**src/rtl/sdf_pkg.sv**
```systemverilog
package sdf_pkg;
    localparam int TAPS  = 8;
    localparam int PAIRS = TAPS / 2;
    localparam int ROM_N = 1 << PAIRS;

    typedef enum logic {
        ST_IDLE = 1'b0,
        ST_RUN  = 1'b1
    } run_state_e;
endpackage

```
**src/rtl/sdf_ctrl.sv**
```systemverilog
module sdf_ctrl
    import sdf_pkg::*;
#(
    parameter int W = 8
) (
    input  logic clk,
    input  logic rst_n,
    input  logic start_i,
    output logic load_o,
    output logic carry_clr_o,
    output logic acc_clr_o,
    output logic step_o,
    output logic sub_o,
    output logic latch_o
);
    localparam int CNT_W = $clog2(W + 2);
    localparam logic [CNT_W-1:0] LAST_BIT = CNT_W'(W);

    typedef struct packed {
        run_state_e       st;
        logic [CNT_W-1:0] cnt;
    } ctrl_t;

    ctrl_t c_q, c_d;
    logic  last_d, accept_d;

    always_comb begin
        last_d   = (c_q.st == ST_RUN) && (c_q.cnt == LAST_BIT);
        accept_d = start_i && ((c_q.st == ST_IDLE) || last_d);
        c_d      = c_q;
        if (accept_d) begin
            c_d.st  = ST_RUN;
            c_d.cnt = '0;
        end else if (last_d) begin
            c_d.st  = ST_IDLE;
            c_d.cnt = '0;
        end else if (c_q.st == ST_RUN) begin
            c_d.cnt = c_q.cnt + 1'b1;
        end
    end

    always_ff @(posedge clk or negedge rst_n) begin
        if (!rst_n) c_q <= '{st: ST_IDLE, cnt: '0};
        else        c_q <= c_d;
    end

    // Clears travel with the load so nothing of the prior result remains.
    assign load_o      = accept_d;
    assign carry_clr_o = accept_d;
    assign acc_clr_o   = accept_d;
    assign step_o      = (c_q.st == ST_RUN);
    assign sub_o       = last_d;
    assign latch_o     = last_d;
endmodule

```
**src/rtl/sdf_taps.sv**
```systemverilog
module sdf_taps
    import sdf_pkg::*;
#(
    parameter int W = 8
) (
    input  logic             clk,
    input  logic             rst_n,
    input  logic             load_i,
    input  logic             carry_clr_i,
    input  logic             step_i,
    input  logic [W-1:0]     sample_i,
    output logic [PAIRS-1:0] addr_o,
    output logic [W-1:0]     newest_o
);
    typedef struct packed {
        logic [TAPS-1:0][W-1:0]  tap;
        logic [PAIRS-1:0][W-1:0] lo;
        logic [PAIRS-1:0][W-1:0] hi;
        logic [PAIRS-1:0]        cy;
    } line_t;

    line_t l_q, l_d;

    // Serial sum bit of each mirrored pair addresses the shared table.
    for (genvar j = 0; j < PAIRS; j++) begin : g_pair
        assign addr_o[j] = l_q.lo[j][0] ^ l_q.hi[j][0] ^ l_q.cy[j];
    end

    always_comb begin
        l_d = l_q;
        if (step_i) begin
            for (int j = 0; j < PAIRS; j++) begin
                l_d.cy[j] = (l_q.lo[j][0] & l_q.hi[j][0]) |
                            (l_q.cy[j] & (l_q.lo[j][0] ^ l_q.hi[j][0]));
                // Arithmetic shift: after W steps the sign bit feeds bit W.
                l_d.lo[j] = {l_q.lo[j][W-1], l_q.lo[j][W-1:1]};
                l_d.hi[j] = {l_q.hi[j][W-1], l_q.hi[j][W-1:1]};
            end
        end
        if (carry_clr_i) l_d.cy = '0;
        if (load_i) begin
            l_d.tap[0] = sample_i;
            for (int i = 1; i < TAPS; i++) l_d.tap[i] = l_q.tap[i-1];
            for (int j = 0; j < PAIRS; j++) begin
                l_d.lo[j] = l_d.tap[j];
                l_d.hi[j] = l_d.tap[TAPS-1-j];
            end
        end
    end

    always_ff @(posedge clk or negedge rst_n) begin
        if (!rst_n) l_q <= '0;
        else        l_q <= l_d;
    end

    assign newest_o = l_q.tap[0];
endmodule

```
**src/rtl/sdf_rom.sv**
```systemverilog
module sdf_rom
    import sdf_pkg::*;
#(
    parameter int                  CW    = 8,
    parameter logic [PAIRS*CW-1:0] COEFS = 32'h3C14FB03,
    parameter int                  TW    = CW + 2
) (
    input  logic [PAIRS-1:0] addr_i,
    output logic [TW-1:0]    p_o
);
    function automatic logic [TW-1:0] entry(int e);
        logic [TW-1:0] acc;
        logic [CW-1:0] c;
        acc = '0;
        for (int j = 0; j < PAIRS; j++) begin
            c = COEFS[j*CW +: CW];
            if (e[j]) acc = acc + {{(TW-CW){c[CW-1]}}, c};
        end
        return acc;
    endfunction

    logic [TW-1:0] rom [ROM_N];

    for (genvar e = 0; e < ROM_N; e++) begin : g_ent
        assign rom[e] = entry(e);
    end

    assign p_o = rom[addr_i];
endmodule

```
**src/rtl/sdf_acc.sv**
```systemverilog
module sdf_acc #(
    parameter int W  = 8,
    parameter int TW = 10,
    parameter int AW = 19
) (
    input  logic          clk,
    input  logic          rst_n,
    input  logic          clr_i,
    input  logic          step_i,
    input  logic          sub_i,
    input  logic [TW-1:0] p_i,
    output logic [AW-1:0] acc_o,
    output logic [AW-1:0] next_o
);
    typedef struct packed {
        logic [AW-1:0] acc;
    } acc_t;

    acc_t          a_q, a_d;
    logic [AW-1:0] term_d, half_d, step_d;

    always_comb begin
        term_d = AW'({{(AW-TW){p_i[TW-1]}}, p_i}) << W;
        half_d = AW'($signed(a_q.acc) >>> 1);
        step_d = sub_i ? (half_d - term_d) : (half_d + term_d);
        a_d    = a_q;
        if (clr_i)       a_d.acc = '0;
        else if (step_i) a_d.acc = step_d;
    end

    always_ff @(posedge clk or negedge rst_n) begin
        if (!rst_n) a_q <= '0;
        else        a_q <= a_d;
    end

    assign acc_o  = a_q.acc;
    assign next_o = step_d;
endmodule

```
**src/rtl/serial_da_fir.sv**
```systemverilog
module serial_da_fir
    import sdf_pkg::*;
#(
    parameter int                  W     = 8,
    parameter int                  CW    = 8,
    parameter logic [PAIRS*CW-1:0] COEFS = 32'h3C14FB03
) (
    input  logic            clk,
    input  logic            rst_n,
    input  logic            start_i,
    input  logic [W-1:0]    sample_i,
    output logic [W+CW+2:0] result_o,
    output logic            done_o
);
    localparam int RW = W + CW + 3;
    localparam int TW = CW + 2;

    logic             load_w, carry_clr_w, acc_clr_w, step_w, sub_w, latch_w;
    logic [PAIRS-1:0] addr_w;
    logic [W-1:0]     newest_w;
    logic [TW-1:0]    p_w;
    logic [RW-1:0]    acc_w, next_w;

    sdf_ctrl #(.W(W)) u_ctrl (
        .clk(clk), .rst_n(rst_n), .start_i(start_i),
        .load_o(load_w), .carry_clr_o(carry_clr_w), .acc_clr_o(acc_clr_w),
        .step_o(step_w), .sub_o(sub_w), .latch_o(latch_w)
    );

    sdf_taps #(.W(W)) u_taps (
        .clk(clk), .rst_n(rst_n), .load_i(load_w), .carry_clr_i(carry_clr_w),
        .step_i(step_w), .sample_i(sample_i), .addr_o(addr_w), .newest_o(newest_w)
    );

    sdf_rom #(.CW(CW), .COEFS(COEFS), .TW(TW)) u_rom (
        .addr_i(addr_w), .p_o(p_w)
    );

    sdf_acc #(.W(W), .TW(TW), .AW(RW)) u_acc (
        .clk(clk), .rst_n(rst_n), .clr_i(acc_clr_w), .step_i(step_w),
        .sub_i(sub_w), .p_i(p_w), .acc_o(acc_w), .next_o(next_w)
    );

    typedef struct packed {
        logic [RW-1:0] res;
        logic          done;
    } out_t;

    out_t o_q, o_d;

    always_comb begin
        o_d      = o_q;
        o_d.done = latch_w;
        if (latch_w) o_d.res = next_w;
    end

    always_ff @(posedge clk or negedge rst_n) begin
        if (!rst_n) o_q <= '0;
        else        o_q <= o_d;
    end

    assign result_o = o_q.res;
    assign done_o   = o_q.done;
endmodule

```
**config.mk**
```make
export PLATFORM = sky130hd
export DESIGN_NAME = serial_da_fir
export DESIGN_NICKNAME = d
export VERILOG_FILES = /design/src/rtl/sdf_pkg.sv /design/src/rtl/sdf_ctrl.sv /design/src/rtl/sdf_taps.sv /design/src/rtl/sdf_rom.sv /design/src/rtl/sdf_acc.sv /design/src/rtl/serial_da_fir.sv
export SDC_FILE = /design/constraint.sdc
export NUM_CORES = 1
export LEC_CHECK = 0
export ABC_CLOCK_PERIOD_IN_PS = 8200
export BUFFER_PORTS_ARGS = -buffer_cell sky130_fd_sc_hd__buf_4
export CORE_UTILIZATION = 45
export CTS_CLUSTER_SIZE = 10
export DETAILED_ROUTE_END_ITERATION = 6
export PLACE_DENSITY = 0.6
export SLEW_MARGIN = 10
export SYNTH_ARGS = -nofsm -noshare
export SYNTH_HDL_FRONTEND = slang
export SYNTH_SLANG_ARGS = --single-unit
```
**constraint.sdc**
```tcl
create_clock -name clk -period 8.2 [get_ports clk]
set_clock_uncertainty 0.05 [all_clocks]
set_input_delay 0.41 -clock clk [delete_from_list [all_inputs] [get_ports clk]]
set_output_delay 0.41 -clock clk [all_outputs]
set_load 0.02 [all_outputs]
```
==> results of run 1 <==
==> kinds of logic (layout without fill, tap and decap cells) <==
family                   Yosys count  after routing  share of synthesized area (%)
AO/OA/AOI/OAI                     93             93                          7.648
XOR/XNOR                          13             13                          1.690
adder cells (fa/ha/maj)           19             19                          3.833
buffers and inverters             54             80                          3.136
flip-flops                       167            167                          58.19
AND/OR/NAND/NOR                  449            449                          25.51
==> final cells by class <==
class / instances / area [um2] / share of cell area [%]
multi-input combinational: 574 / 2806 / 34.58
clock inverter: 12 / 92.59 / 1.141
sequential: 167 / 4179 / 51.49
clock buffer: 20 / 456.7 / 5.627
inverter: 13 / 51.30 / 0.6320
timing repair buffer: 35 / 266.5 / 3.283
tap: 211 / 264.0 / 3.253
==> stage by stage <==
stage	instances	hold slack (ns)
final	1032	-0.005415
after global routing	1032	0.05580
after CTS	1032	0.02511
after detailed placement	1000	0.4014
after global placement	1000	0.3948
after floorplan	795	0.06441
==> synth_stat cells, drive strengths merged <==
library cell  number  share of area (%)
inv               13               0.71
a311oi             1               0.12
a31o               1               0.12
dfrtp            167                 58
nand4b             1               0.33
nand3b             1               0.10
a31oi             10               0.87
nor2              18               0.94
o211ai             2               0.21
a21oi             14                1.0
buf               16                1.1
and2               1              0.087
nor2b              3               0.26
nor4               2               0.17
clkbuf            25                1.3
a21o               2               0.21
xor2               8                1.1
nand2b             4               0.35
a2111oi            1               0.12
o31ai              3               0.31
ha                14                2.4
a32o               1               0.14
or3                2               0.17
fa                 5                1.4
xnor2              5               0.61
nor3               4               0.28
a22oi              7               0.73
nand2            360                 19
and3               1               0.16
o21a               2               0.21
or4                1               0.16
or2                3               0.26
nor4bb             1               0.14
a41oi              1               0.12
o21ai             45                3.1
o21bai             1               0.10
nand3             47                3.3
a211oi             2               0.21
==> worst paths after layout <==
kind,cells after the start,start,to
max in group asynchronous,2,rst_n,u_acc.acc_o[9]$_DFFE_PN0P_
worst min register to register,2,u_taps.l_q[35]$_DFFE_PN0P_,u_taps.l_q[35]$_DFFE_PN0P_
worst max register to register,14,u_taps.l_q[1]$_DFFE_PN0P_,u_acc.acc_o[17]$_DFFE_PN0P_
min in group clk,3,sample_i[2],u_taps.newest_o[2]$_DFFE_PN0P_
worst max-delay path,14,u_taps.l_q[1]$_DFFE_PN0P_,u_acc.acc_o[17]$_DFFE_PN0P_
worst min-delay path,1,rst_n,result_o[4]$_DFFE_PN0P_
==> sequential cells by signal, summed over array words and instances, names as in the netlist <==
name,flops
u_acc.acc_o,18
u_ctrl.step_o,1
u_taps.l_q,116
done_o,1
result_o,19
u_taps.newest_o,8
u_ctrl.c_q,4
==> placed cells by master (no fill, tap or decap), types with 3 or more instances in the layout <==
master | Yosys | routed
inv_6 | 0 | 3
clkinv_2 | 0 | 3
or2_2 | 3 | 3
nand3_1 | 47 | 47
o31ai_1 | 3 | 3
inv_1 | 12 | 12
clkbuf_16 | 0 | 17
buf_4 | 1 | 34
ha_1 | 14 | 14
xor2_1 | 7 | 7
o21ai_0 | 43 | 43
fa_1 | 5 | 5
nand2_1 | 360 | 359
xnor2_1 | 5 | 5
a22oi_1 | 7 | 7
nand2b_1 | 4 | 4
a31oi_1 | 10 | 10
clkinvlp_4 | 0 | 3
a21oi_1 | 13 | 12
nor2b_1 | 3 | 3
dfrtp_1 | 167 | 167
nor3_1 | 4 | 4
nor2_1 | 18 | 16
==> layer usage <==
layer	vias to the layer above	GRT usage, %	share of wire, %
li1	2601	-	-
met3	12	4.657	3.0
met5	-	0	0
met1	2535	22.70	45
met2	68	34.37	51
met4	0	6.367	1.0
==> worst max-delay path, cell delays in order, from the launching register on <==
cell and delay (ns):
dfrtp_1 0.40, fa_1 0.69, ha_1 0.44, inv_1 0.06, ha_1 0.21, nor2b_1 0.15
o21bai_1 0.16, nand2_1 0.08, o211ai_1 0.11, o21ai_0 0.11, ha_1 0.34, a2111oi_0 0.57
a211oi_1 0.18, or3_1 0.39, a32o_1 0.26
==> metrics.yaml, run 1 <==
cells_and_area:
  drive_gt1_share_pct: 9.744
  area_delta_synth_final_pct: 13.01
  utilization_pct: 52.80
  nNetsFinal: 838
  diodes: 0
  fin_area_um2: 8117
  fillCellCount: 1464
placement:
  pre_cts_ws_ns: 3.894
  port_buffers: 30
  placed_area_um2: 7567
  hpwl_um: 8334
  routabilityCongestion: 0.8433
global_routing:
  grt_max_degree: 89
  grt_pass1_vias: 5381
  grt_usage_pct: 19.23
  grt.overflow.total: 0
  antenna_found_initial: 0
  grt_pass1_wl_um: 24920
sta:
  clock.fmax_mhz: 232.5
  worstMarginPinSlew_ns: 0.9963
  fin_crit_sh_pct: 52.46
  setup_tns_ns: 0
  rsz0062_at_grt: "false"
  slew_viol_final: 0
  period_minus_slack_ns: 4.302
  slew_headroom_pct: 33.58
  hold_ws_ns: -0.005415
  setup_viol: 0
  hold_viol_final: 2
  setup_slack_ns: 3.898
routing:
  drt_pre_antenna_iters: 4
  wl_per_cell_um: 13.62
  num_vias: 5216
  drc: 0
  wl_um: 14050
  drt_iter0_drc: 310
  viasPerCell: 5.054
  ant_nets: 0
clock_network:
  clk_latency_ns: 0.42
  cts-root-buf: "clkbuf_16"
  post-cts-setup-buffers: 0
  clk_path_buf_depth: 2
  holdBufCountCts: 0
  cts_max_level: 4
  cts-resized-gates: 0
  tritoncts: "yes"
  clk_pin_slew_ns: 0.06
  clock-sinks: 167
  numCtsBuffers: 17
die:
  core-area_um2: 15370
  rows: 45
  dieWidth_um: 128.3
  start_util_pct: 46.72
  ios: 31
  die-area_um2: 16470
  die_h_um: 128.3
yosys:
  ys_ff_latch: 167
  seq_area_frac_synth_pct: 58.19
  synth.avg_cell_area_um2: 9.034
  ys_types: 45
  syn-num-nets: 825
  synthCells: 795
  syn_area_um2: 7182
  yosys_warnings: 0
status:
  violations: "negative hold slack"
  status: "finished, violations left"
setup_path:
  critPathCaptureType: "flop"
  critPathMaxFanout: 16
  crit_type: "reg2reg"
  required_ns: 8.46
  arrival_ns: 4.56
  cp-start-kind: "flop"
  r2r_setup_slack_ns: 3.90
hold_path:
  hold_path.class: "in2async"
run:
  maxCapViolations: 0
Power of run 1 is not shown: default switching activity piles up to over one toggle a cycle in this logic, so the estimate is an artifact.
==> inputs of run 2 (changes only) <==
--- a/config.mk
+++ b/config.mk
@@ -5,7 +5,7 @@
 export SDC_FILE = /design/constraint.sdc
 export NUM_CORES = 1
 export LEC_CHECK = 0
-export ABC_CLOCK_PERIOD_IN_PS = 8200
+export ABC_CLOCK_PERIOD_IN_PS = 4300
 export BUFFER_PORTS_ARGS = -buffer_cell sky130_fd_sc_hd__buf_4
 export CORE_UTILIZATION = 45
 export CTS_CLUSTER_SIZE = 10
==> constraint.sdc (replaced) <==
create_clock -name clk -period 4.3 [get_ports clk]
set_clock_uncertainty 0.05 [all_clocks]
set_input_delay 0.215 -clock clk [delete_from_list [all_inputs] [get_ports clk]]
set_output_delay 0.215 -clock clk [all_outputs]
set_load 0.02 [all_outputs]
==> metrics.yaml, run 2 (synthesized netlist as in run 1, its figures left out) <==
global_routing:
  grt_pass1_wl_um: 25920
  antenna_found_initial: 0
  grt_max_degree: 113
  grt_usage_pct: 19.97
  grt_pass1_vias: 5582
  grt.overflow.total: 0
cells_and_area:
  top_register: "u_taps.l_q"
  diodes: 0
  final_cell_mix: "nand2_1, dfrtp_1, nand3_1"
  drive_gt1_share_pct: 9.952
  largest_reg_flops: 116
  final_common_cell: "nand2_1"
  area_delta_synth_final_pct: 15.68
  fillCellCount: 1433
  nNetsFinal: 851
setup_path:
  rr_worst_depth: 13
  critPathMaxFanout: 10
  cp-start-kind: "flop"
  critPathCaptureType: "flop"
  crit_type: "reg2reg"
  required_ns: 4.59
  arrival_ns: 4.21
die:
  dieWidth_um: 128.3
  ios: 31
  rows: 45
  core-area_um2: 15370
  die-area_um2: 16470
  die_h_um: 128.3
  start_util_pct: 46.72
clock_network:
  clock-sinks: 167
  clk_latency_ns: 0.43
  cts_max_level: 4
  cts-root-buf: "clkbuf_16"
  numCtsBuffers: 17
  clk_path_buf_depth: 2
  clk_pin_slew_ns: 0.06
  post-cts-setup-buffers: 0
  tritoncts: "yes"
sta:
  clock.fmax_mhz: 255.5
  slew_viol_final: 0
  rsz0062_at_grt: "false"
  hold_viol_final: 0
  slew_headroom_pct: 32.10
  setup_viol: 0
  period_minus_slack_ns: 3.913
  worstMarginPinSlew_ns: 1.018
  fin_crit_sh_pct: 91.01
  setup_tns_ns: 0
routing:
  drt_pre_antenna_iters: 4
  num_vias: 5342
  drt_iter0_drc: 272
  viasPerCell: 5.112
  wl_per_cell_um: 13.67
  ant_nets: 0
  drc: 0
  wl_um: 14290
placement:
  port_buffers: 30
  routabilityCongestion: 0.9101
  hpwl_um: 8580
hold_path:
  hold_path.class: "reg2reg"
  whs_path_depth: 2
status:
  status: "complete, no violations"
run:
  maxCapViolations: 0
-- run 2: path summary, 6_finish.rpt --
path	slack [ns]	start	end
max	0.39	u_taps.l_q[3]$_DFFE_PN0P_	u_acc.acc_o[18]$_DFFE_PN0P_
min	0.41	u_taps.l_q[43]$_DFFE_PN0P_	u_taps.l_q[43]$_DFFE_PN0P_
max reg2reg	0.39	u_taps.l_q[3]$_DFFE_PN0P_	u_acc.acc_o[18]$_DFFE_PN0P_
min reg2reg	0.41	u_taps.l_q[43]$_DFFE_PN0P_	u_taps.l_q[43]$_DFFE_PN0P_
max in group asynchronous	2.75	rst_n	u_taps.l_q[1]$_DFFE_PN0P_
min in group asynchronous	0.42	rst_n	u_taps.l_q[38]$_DFFE_PN0P_
-- run 2: metal layers --
metal  GRT usage [%]  vias to the layer above  routed length (um)
met5               0                        -                   0
met4           7.820                        0                 256
met3           4.033                       19                 375
met2           35.90                       80                7314
met1           23.45                     2620                6341
li1                -                     2623                   -
-- run 2: through the flow --
stage,utilization [%],std cells,setup slack [ns],instance area [um2],hold slack [ns]
after floorplan,-,795,0.6145,7182,-0.1306
after global placement,49.38,1003,0.3268,7590,0.3743
after detailed placement,49.38,1003,0.2954,7590,0.3828
after CTS,54.01,1045,0.2409,8302,0.4179
after global routing,54.05,1045,0.01471,8308,0.4328
final,54.05,1045,0.3866,8308,0.4101
-- run 2: layout make-up --
cell class | count | area [um2] | area share (%)
clock buffers | 20 | 446.7 | 5.376
clock inverters | 12 | 165.2 | 1.988
inverters | 13 | 51.30 | 0.6175
multi-input cells | 574 | 2813 | 33.86
flip-flops and latches | 167 | 4179 | 50.30
well taps | 211 | 264.0 | 3.178
repair buffers | 48 | 389.1 | 4.684
-- run 2: repair_timing --
action	in CTS	in global routing
hold buffers	10	0
resized for setup	0	2
endpoints found under the setup margin	0	2
hold endpoints to repair	126	0
-- run 2: worst max-delay path, stage by stage (launching register included) --
cell and delay, ns:
dfrtp_1 0.40, fa_1 0.74, xor2_1 0.14, or2_2 0.31, or4_4 0.44, nand2_1 0.10, xor2_1 0.16, ha_1 0.29
o21ai_0 0.21, o21ai_0 0.15, a41oi_1 0.33, xor2_2 0.13, or3_1 0.31, o21ai_0 0.08
Power of run 2 is left out for the same reason.
